[src/rtl/uart_flag_pkg.sv]
package uart_flag_pkg;
  localparam int unsigned ST_TXE  = 7;
  localparam int unsigned ST_TC   = 6;
  localparam int unsigned ST_RXNE = 5;
  localparam int unsigned ST_IDLE = 4;
  localparam int unsigned ST_OVR  = 3;
  localparam int unsigned ST_NF   = 2;
  localparam int unsigned ST_FE   = 1;

  typedef struct packed {
    logic rxne;
    logic idle;
    logic ovr;
    logic nf;
    logic fe;
  } rx_flags_t;
endpackage

[src/rtl/uart_seq_track.sv]
module uart_seq_track (
  input  logic clk_i,
  input  logic rst_ni,
  input  logic stat_rd_i,
  input  logic data_rd_i,
  input  logic data_wr_i,
  output logic rx_clr_o,
  output logic tx_clr_o
);
  logic armed_q;

  assign rx_clr_o = armed_q & data_rd_i;
  assign tx_clr_o = armed_q & data_wr_i;

  always_ff @(posedge clk_i or negedge rst_ni) begin
    if (!rst_ni)                    armed_q <= 1'b0;
    else if (stat_rd_i)             armed_q <= 1'b1;
    else if (data_rd_i | data_wr_i) armed_q <= 1'b0;
  end
endmodule

[src/rtl/uart_tx_flags.sv]
module uart_tx_flags (
  input  logic clk_i,
  input  logic rst_ni,
  input  logic load_i,
  input  logic done_i,
  input  logic clr_i,
  output logic txe_o,
  output logic tc_o
);
  always_ff @(posedge clk_i or negedge rst_ni) begin
    if (!rst_ni) begin
      txe_o <= 1'b1;
      tc_o  <= 1'b1;
    end else begin
      // set dominates clear
      if (load_i)     txe_o <= 1'b1;
      else if (clr_i) txe_o <= 1'b0;
      if (done_i)     tc_o  <= 1'b1;
      else if (clr_i) tc_o  <= 1'b0;
    end
  end
endmodule

[src/rtl/uart_rx_flags.sv]
module uart_rx_flags
  import uart_flag_pkg::*;
#(
  parameter int unsigned DW = 8
) (
  input  logic          clk_i,
  input  logic          rst_ni,
  input  logic          rx_en_i,
  input  logic          word_i,
  input  logic [DW-1:0] data_i,
  input  logic          noise_i,
  input  logic          ferr_i,
  input  logic          idle_det_i,
  input  logic          wake_exit_i,
  input  logic          clr_i,
  output rx_flags_t     flags_o,
  output logic [DW-1:0] buf_o
);
  rx_flags_t fl_q;
  logic      arm_q;
  logic      load, ovr_ev, idle_set;

  assign load     = rx_en_i & word_i & ~fl_q.rxne;
  assign ovr_ev   = rx_en_i & word_i & fl_q.rxne;
  assign idle_set = rx_en_i & idle_det_i & arm_q & ~wake_exit_i;
  assign flags_o  = fl_q;

  always_ff @(posedge clk_i or negedge rst_ni) begin
    if (!rst_ni) begin
      fl_q  <= '0;
      arm_q <= 1'b1;
      buf_o <= '0;
    end else if (!rx_en_i) begin
      fl_q <= '0;
    end else begin
      if (load)                   fl_q.rxne <= 1'b1;
      else if (clr_i)             fl_q.rxne <= 1'b0;
      if (ovr_ev)                 fl_q.ovr  <= 1'b1;
      else if (clr_i)             fl_q.ovr  <= 1'b0;
      if (word_i & noise_i)       fl_q.nf   <= 1'b1;
      else if (clr_i)             fl_q.nf   <= 1'b0;
      // overrun word never reports a framing error
      if (load & ferr_i)          fl_q.fe   <= 1'b1;
      else if (clr_i)             fl_q.fe   <= 1'b0;
      if (idle_set)               fl_q.idle <= 1'b1;
      else if (clr_i)             fl_q.idle <= 1'b0;
      if (load)                   arm_q <= 1'b1;
      else if (idle_set)          arm_q <= 1'b0;
      if (load)                   buf_o <= data_i;
    end
  end
endmodule

[src/rtl/uart_irq_gen.sv]
module uart_irq_gen #(
  parameter int unsigned NSRC = 4
) (
  input  logic            clk_i,
  input  logic            rst_ni,
  input  logic [NSRC-1:0] src_i,
  input  logic [NSRC-1:0] en_i,
  output logic            irq_o
);
  always_ff @(posedge clk_i or negedge rst_ni) begin
    if (!rst_ni) irq_o <= 1'b0;
    else         irq_o <= |(src_i & en_i);
  end
endmodule

[src/rtl/uart_flag_ctrl.sv]
module uart_flag_ctrl
  import uart_flag_pkg::*;
#(
  parameter int unsigned DW = 8
) (
  input  logic          clk_i,
  input  logic          rst_ni,
  input  logic          tx_load_i,
  input  logic          tx_done_i,
  input  logic          rx_word_i,
  input  logic [DW-1:0] rx_data_i,
  input  logic          rx_noise_i,
  input  logic          rx_ferr_i,
  input  logic          idle_det_i,
  input  logic          wake_exit_i,
  input  logic          rx_en_i,
  input  logic          tie_i,
  input  logic          tcie_i,
  input  logic          rie_i,
  input  logic          ilie_i,
  input  logic          stat_rd_i,
  input  logic          data_rd_i,
  input  logic          data_wr_i,
  output logic [7:0]    status_o,
  output logic [DW-1:0] rx_buf_o,
  output logic          irq_o
);
  localparam int unsigned NSRC = 4;

  logic      rx_clr, tx_clr, txe, tc;
  rx_flags_t rxf;

  uart_seq_track u_seq (
    .clk_i, .rst_ni, .stat_rd_i, .data_rd_i, .data_wr_i,
    .rx_clr_o(rx_clr), .tx_clr_o(tx_clr)
  );

  uart_tx_flags u_tx (
    .clk_i, .rst_ni, .load_i(tx_load_i), .done_i(tx_done_i),
    .clr_i(tx_clr), .txe_o(txe), .tc_o(tc)
  );

  uart_rx_flags #(.DW(DW)) u_rx (
    .clk_i, .rst_ni, .rx_en_i, .word_i(rx_word_i), .data_i(rx_data_i),
    .noise_i(rx_noise_i), .ferr_i(rx_ferr_i), .idle_det_i, .wake_exit_i,
    .clr_i(rx_clr), .flags_o(rxf), .buf_o(rx_buf_o)
  );

  uart_irq_gen #(.NSRC(NSRC)) u_irq (
    .clk_i, .rst_ni,
    .src_i({rxf.idle, rxf.rxne | rxf.ovr, tc, txe}),
    .en_i ({ilie_i, rie_i, tcie_i, tie_i}),
    .irq_o
  );

  always_comb begin
    status_o          = '0;
    status_o[ST_TXE]  = txe;
    status_o[ST_TC]   = tc;
    status_o[ST_RXNE] = rxf.rxne;
    status_o[ST_IDLE] = rxf.idle;
    status_o[ST_OVR]  = rxf.ovr;
    status_o[ST_NF]   = rxf.nf;
    status_o[ST_FE]   = rxf.fe;
  end
endmodule

[config.mk]
export PLATFORM = sky130hd
export DESIGN_NAME = uart_flag_ctrl
export DESIGN_NICKNAME = d
export VERILOG_FILES = /design/src/rtl/uart_flag_pkg.sv /design/src/rtl/uart_seq_track.sv /design/src/rtl/uart_tx_flags.sv /design/src/rtl/uart_rx_flags.sv /design/src/rtl/uart_irq_gen.sv /design/src/rtl/uart_flag_ctrl.sv
export SDC_FILE = /design/constraint.sdc
export NUM_CORES = 1
export LEC_CHECK = 0
export ABC_AREA = 1
export BUFFER_PORTS_ARGS = -buffer_cell sky130_fd_sc_hd__buf_2
export CAP_MARGIN = 20
export CORE_UTILIZATION = 45
export CTS_BUF_LIST = sky130_fd_sc_hd__clkbuf_8
export DETAILED_ROUTE_END_ITERATION = 16
export GPL_ROUTABILITY_DRIVEN = 1
export PLACE_DENSITY_LB_ADDON = 0.08
export SLEW_MARGIN = 15
export SYNTH_ARGS = -nofsm -noshare
export SYNTH_HDL_FRONTEND = slang
export SYNTH_SLANG_ARGS = --single-unit
[constraint.sdc]
create_clock -name clk_i -period 1.4 [get_ports clk_i]
set_clock_uncertainty 0.1 [all_clocks]
set_input_delay 0.14 -clock clk_i [delete_from_list [all_inputs] [get_ports clk_i]]
set_output_delay 0.14 -clock clk_i [all_outputs]
set_load 0.01 [all_outputs]
# After elaboration in Yosys (flattened, before gate mapping)
# Index checks and enable logic that the tools add are counted.
# Widths: inputs -> output; s select.
# op_classes
mux	14
bitwise	15
n_reduce_logical	7
n_eq_ne	5
# op_table
operator	n
$ne 3x1->1 const B	5
$mux 1	13
$and 1x1->1	10
$reduce_bool 2->1	4
$mux 5	1
$and 4x4->4	1
$reduce_and 2->1	2
$reduce_or 4->1	1
$not 1->1	2
$or 1x1->1	2
# totals
register_bits	18
input_bits	25

# Logic depth before layout (Yosys ltp)
# depth
ltp_word	5
mapped_depth	5
mapped_depth_nobuf	4

# Cells and area by module
# A second synthesis with hierarchy kept.
# hier_totals
hier_cells	100
hier_area_um2	842.1
# by_module_without_submodules
module	area_per_inst_um2	cells_per_inst	n_inst
uart_rx_flags	611.8	65	1
uart_tx_flags	78.8	9	1
uart_irq_gen	58.8	10	1
uart_seq_track	55.1	9	1
uart_flag_ctrl	37.5	7	1

# Least setup slack after synthesis
# OpenSTA, ideal clock, no wires.
# synth_timing
path_kind	flip-flop to flip-flop
startpoint	register u_rx.fl_q (netlist bit u_rx.flags_o[4])
endpoint	register u_rx.buf_o[0]
synth_period_minus_slack_ns	1.027
arrival_time_ns	0.811
slack_ns	0.373
t_required_ns	1.184
setup_time_ns	0.116
path_stages_with_launch	5
path_cell_list	dfrtp_1 inv_1 nand3_2 nand2_1 nand2_1
# synth_via
elab_chain_cells	3
# synth_lines
element	line	rtl
start, declared	uart_rx_flags.sv:19	rx_flags_t fl_q;
$not 1->1	uart_rx_flags.sv:23	assign load = rx_en_i & word_i & ~fl_q.rxne;
$and 1x1->1	uart_rx_flags.sv:23	
$reduce_and 2->1 (no line)	n/a	
end signal, assigned	uart_rx_flags.sv:49	if (load) buf_o <= data_i;
end, declared	uart_rx_flags.sv:17	output logic [DW-1:0] buf_o
# No other way between the ends.
# A chain may end at the register's enable or synchronous reset.

# Final worst setup path
# layout_timing
startpoint	register u_tx.tc_o
endpoint	output status_o[6]
# layout_lines
element	line	rtl
start, declared	uart_tx_flags.sv:8	output logic tc_o
start signal, assigned	uart_tx_flags.sv:13	tc_o <= 1'b1;
start signal, assigned	uart_tx_flags.sv:18	if (done_i) tc_o <= 1'b1;
start signal, assigned	uart_tx_flags.sv:19	else if (clr_i) tc_o <= 1'b0;
end, declared	uart_flag_ctrl.sv:24	output logic [7:0] status_o,
# No word-level cell between the ends.

==> reports/qor.yml <==
ys_seq_area_share_pct: 59.6
irDropWorstVdd_mv: 1.15
power_frac_comb_pct: 20.1
synth_common_cells: "37 x nand2_1, 15 x dfrtp_1, 7 x nand3_1"
synth_top_family_by_area: "simple AND/OR/NAND/NOR gates"
slew_viol_final: 0
grt_pass1_wl_mm: 2.77
setup-tns-final_ns: 0
synth_compound_area_share_pct: 5.91
antenna_found_initial: 0
worstSetupPathType: "register to primary output"
critPathMaxFanout: 3
areaGrowthSynthToFinish_pct: 50.1
cp.depth: 1
place_congestion: 0.665
cp_data_required_time_ns: 1.16
clk_path_buf_depth: 2
end_kind: "primary output"
gr-total-overflow: 0
drtPass1Iterations: 4
cts-root-buf: "clkbuf_8"
drt_iter0_drc: 5
startpoint: "u_tx.tc_o"
crit_path_top_delay_cell: "dfstp_2"
fin_nets: 162
period_share_pct: 81.7
netlist_top_cells_area: "dfrtp_1 49%, nand2_1 18%, dfstp_2 10%, nand3_1 4.6%, a21o_1 3.0%"
synth.area.mux_share_pct: 0
yosysMostFrequentCell: "nand2_1"
powerDensity_mw_per_mm2: 1150
synthesis.nets: 107
core_area_sq_mm: 0.00154
netlist_instances: 82
status: "completed"
cts.repair.resized: 0
maxCapViolations: 0
critical_path.top_delay_family: "flip-flops"
clk_latency_ns: 0.25
async_reset_ff_share_pct: 100
r2r-start: "u_rx.flags_o[4]"
final_hold_viol_count: 0
yosys.area_share.simple_pct: 28.1
numPortBuffers: 40
clkSlewWorstSetupHoldPaths_ns: 0.07
p_seq_share_pct: 47.8
avgSynthCellArea_sq_um: 9.29
drc: 0
dieArea_sq_mm: 0.00186
ys_warn_count: 0
power.net_switching_uw: 348
initial_core_util_pct: 49.4
ys_ff_latch: 18
cp_num_buf_inv: 1
viasPerCell: 4.82
worstSetupEndpoint: "status_o[6]"
synth_top_area_share_pct: 49.3
synth_cell_type_count: 15
track_usage_pct: 20.2
clock.fmax_ghz: 0.875
synth_xor_area_share_pct: 0
ios: 42
p_sw_share_pct: 26.4
synth_ff_type: "dfrtp_1"
r2r_slack_ns: 0.27
postPlaceCellArea_sq_um: 948
layout-drive-gt1-share_pct: 36.8
hpwlAfterDp_mm: 1.12
fin_crit_ns: 1.14
min_from: "rx_noise_i"
grt_max_degree: 19
start_kind: "register"
total_leakage_power_uw: 0.000647
synth-edff-count: 0
stdcell_area_sq_mm: 0.00114
cts_tree: "done"
ant_nets: 0
r2r_cells: 4
synth_largest_area_cell: "dfrtp_1"
vias: 733
drt-wirelength-per-cell_microns: 11.6
crit_chain: "buf_2"
setup_viol: 0
crit_path_max_incr_delay_ns: 0.54
rsz0062_at_grt: "false"
crit_arrival_ns: 0.90
hold_path_class: "primary input to register"
p_int_uw: 971
synth_area_sq_um: 762
h-tree-depth: 1
clock_sinks: 18
p_clk_share_pct: 32.0
num_rows: 14
r2r_end: "u_rx.buf_o[6]"
die_h_microns: 43.2
cts_made_buffers: 3
wl_mm: 1.76
grt_pass1_vias: 690
antenna_cells: 0
synth_fa_ha_area_share_pct: 0
chipWidth_microns: 43.2
## sequential cells by signal (all words and copies together), names as in the netlist
signal,count
u_irq.irq_o,1
u_rx.flags_o,5
u_seq.armed_q,1
u_rx.arm_q,1
u_tx.txe_o,1
u_tx.tc_o,1
u_rx.buf_o,8
## power groups by stage
stage | combinational (uW) | clock, uW | sequential (uW)
after floorplan | 97.2 | 0 | 666
after global placement | 231 | 0 | 637
after detailed placement | 238 | 0 | 639
after CTS | 267 | 425 | 631
after global routing | 296 | 448 | 638
final | 266 | 422 | 631
## metrics by stage
step | total power [uW] | hold slack (ns) | instances | utilization (%) | setup WS, ns
after floorplan | 763 | -0.256 | 82 | - | 0.373
after global placement | 868 | -0.0149 | 134 | 61.5 | 0.332
after detailed placement | 877 | -0.0111 | 134 | 61.5 | 0.279
after CTS | 1320 | 0.0148 | 152 | 74.2 | 0.252
after global routing | 1380 | 0.0347 | 152 | 74.2 | 0.162
final | 1320 | 0.0131 | 152 | 74.2 | 0.257
## metal layers
layer | up-vias | GRT usage [%] | part of all wire, %
li1 | 363 | - | -
met1 | 338 | 20.4 | 40
met2 | 30 | 40.3 | 54
met3 | 2 | 4.26 | 5.4
met4 | 0 | 5.45 | 0.51
met5 | - | 0 | 0
## worst min-delay path by stage
| stage | endpoint | cells after the start |
|---|---|---|
| 3_3_place_gp | u_seq.armed_q | 1 |
| 5_1_grt | u_rx.flags_o[1] | 3 |
| 4_1_cts | u_rx.flags_o[1] | 3 |
| 2_1_floorplan | u_irq.irq_o | 0 |
| 3_5_place_dp | u_rx.flags_o[2] | 1 |
| 6_report | u_rx.flags_o[1] | 3 |
## what timing repair did
item                                   4_1_cts  5_1_grt
buffers inserted                             0        0
hold buffers                                14        0
endpoints found under the hold margin       28        0
## kinds of logic after synthesis
group,after synthesis
and+or+nand+nor,49
DFF,18
AOI/OAI and AO/OA,7
buffers and inverters,7
other,1
## area by class of cell
type	count	area [sq um]
Fill cell	124	398
Multi-Input combinational cell	57	263
Timing Repair Buffer	54	340
Clock buffer	4	55.1
Sequential cell	18	454
Inverter	3	11.3
Tap cell	16	20.0
## cells in the final DEF (no fill, tap or decap), drive strengths merged
cell and n:
dfrtp 15, o21bai 1, inv 3, nand3 8
nand2 38, dfstp 3, nor2 3, o21ai 3
dlygate4sd3 14, buf 40, clkbuf 4, a21o 3
conb 1
Power figures use the tool's default switching activity.
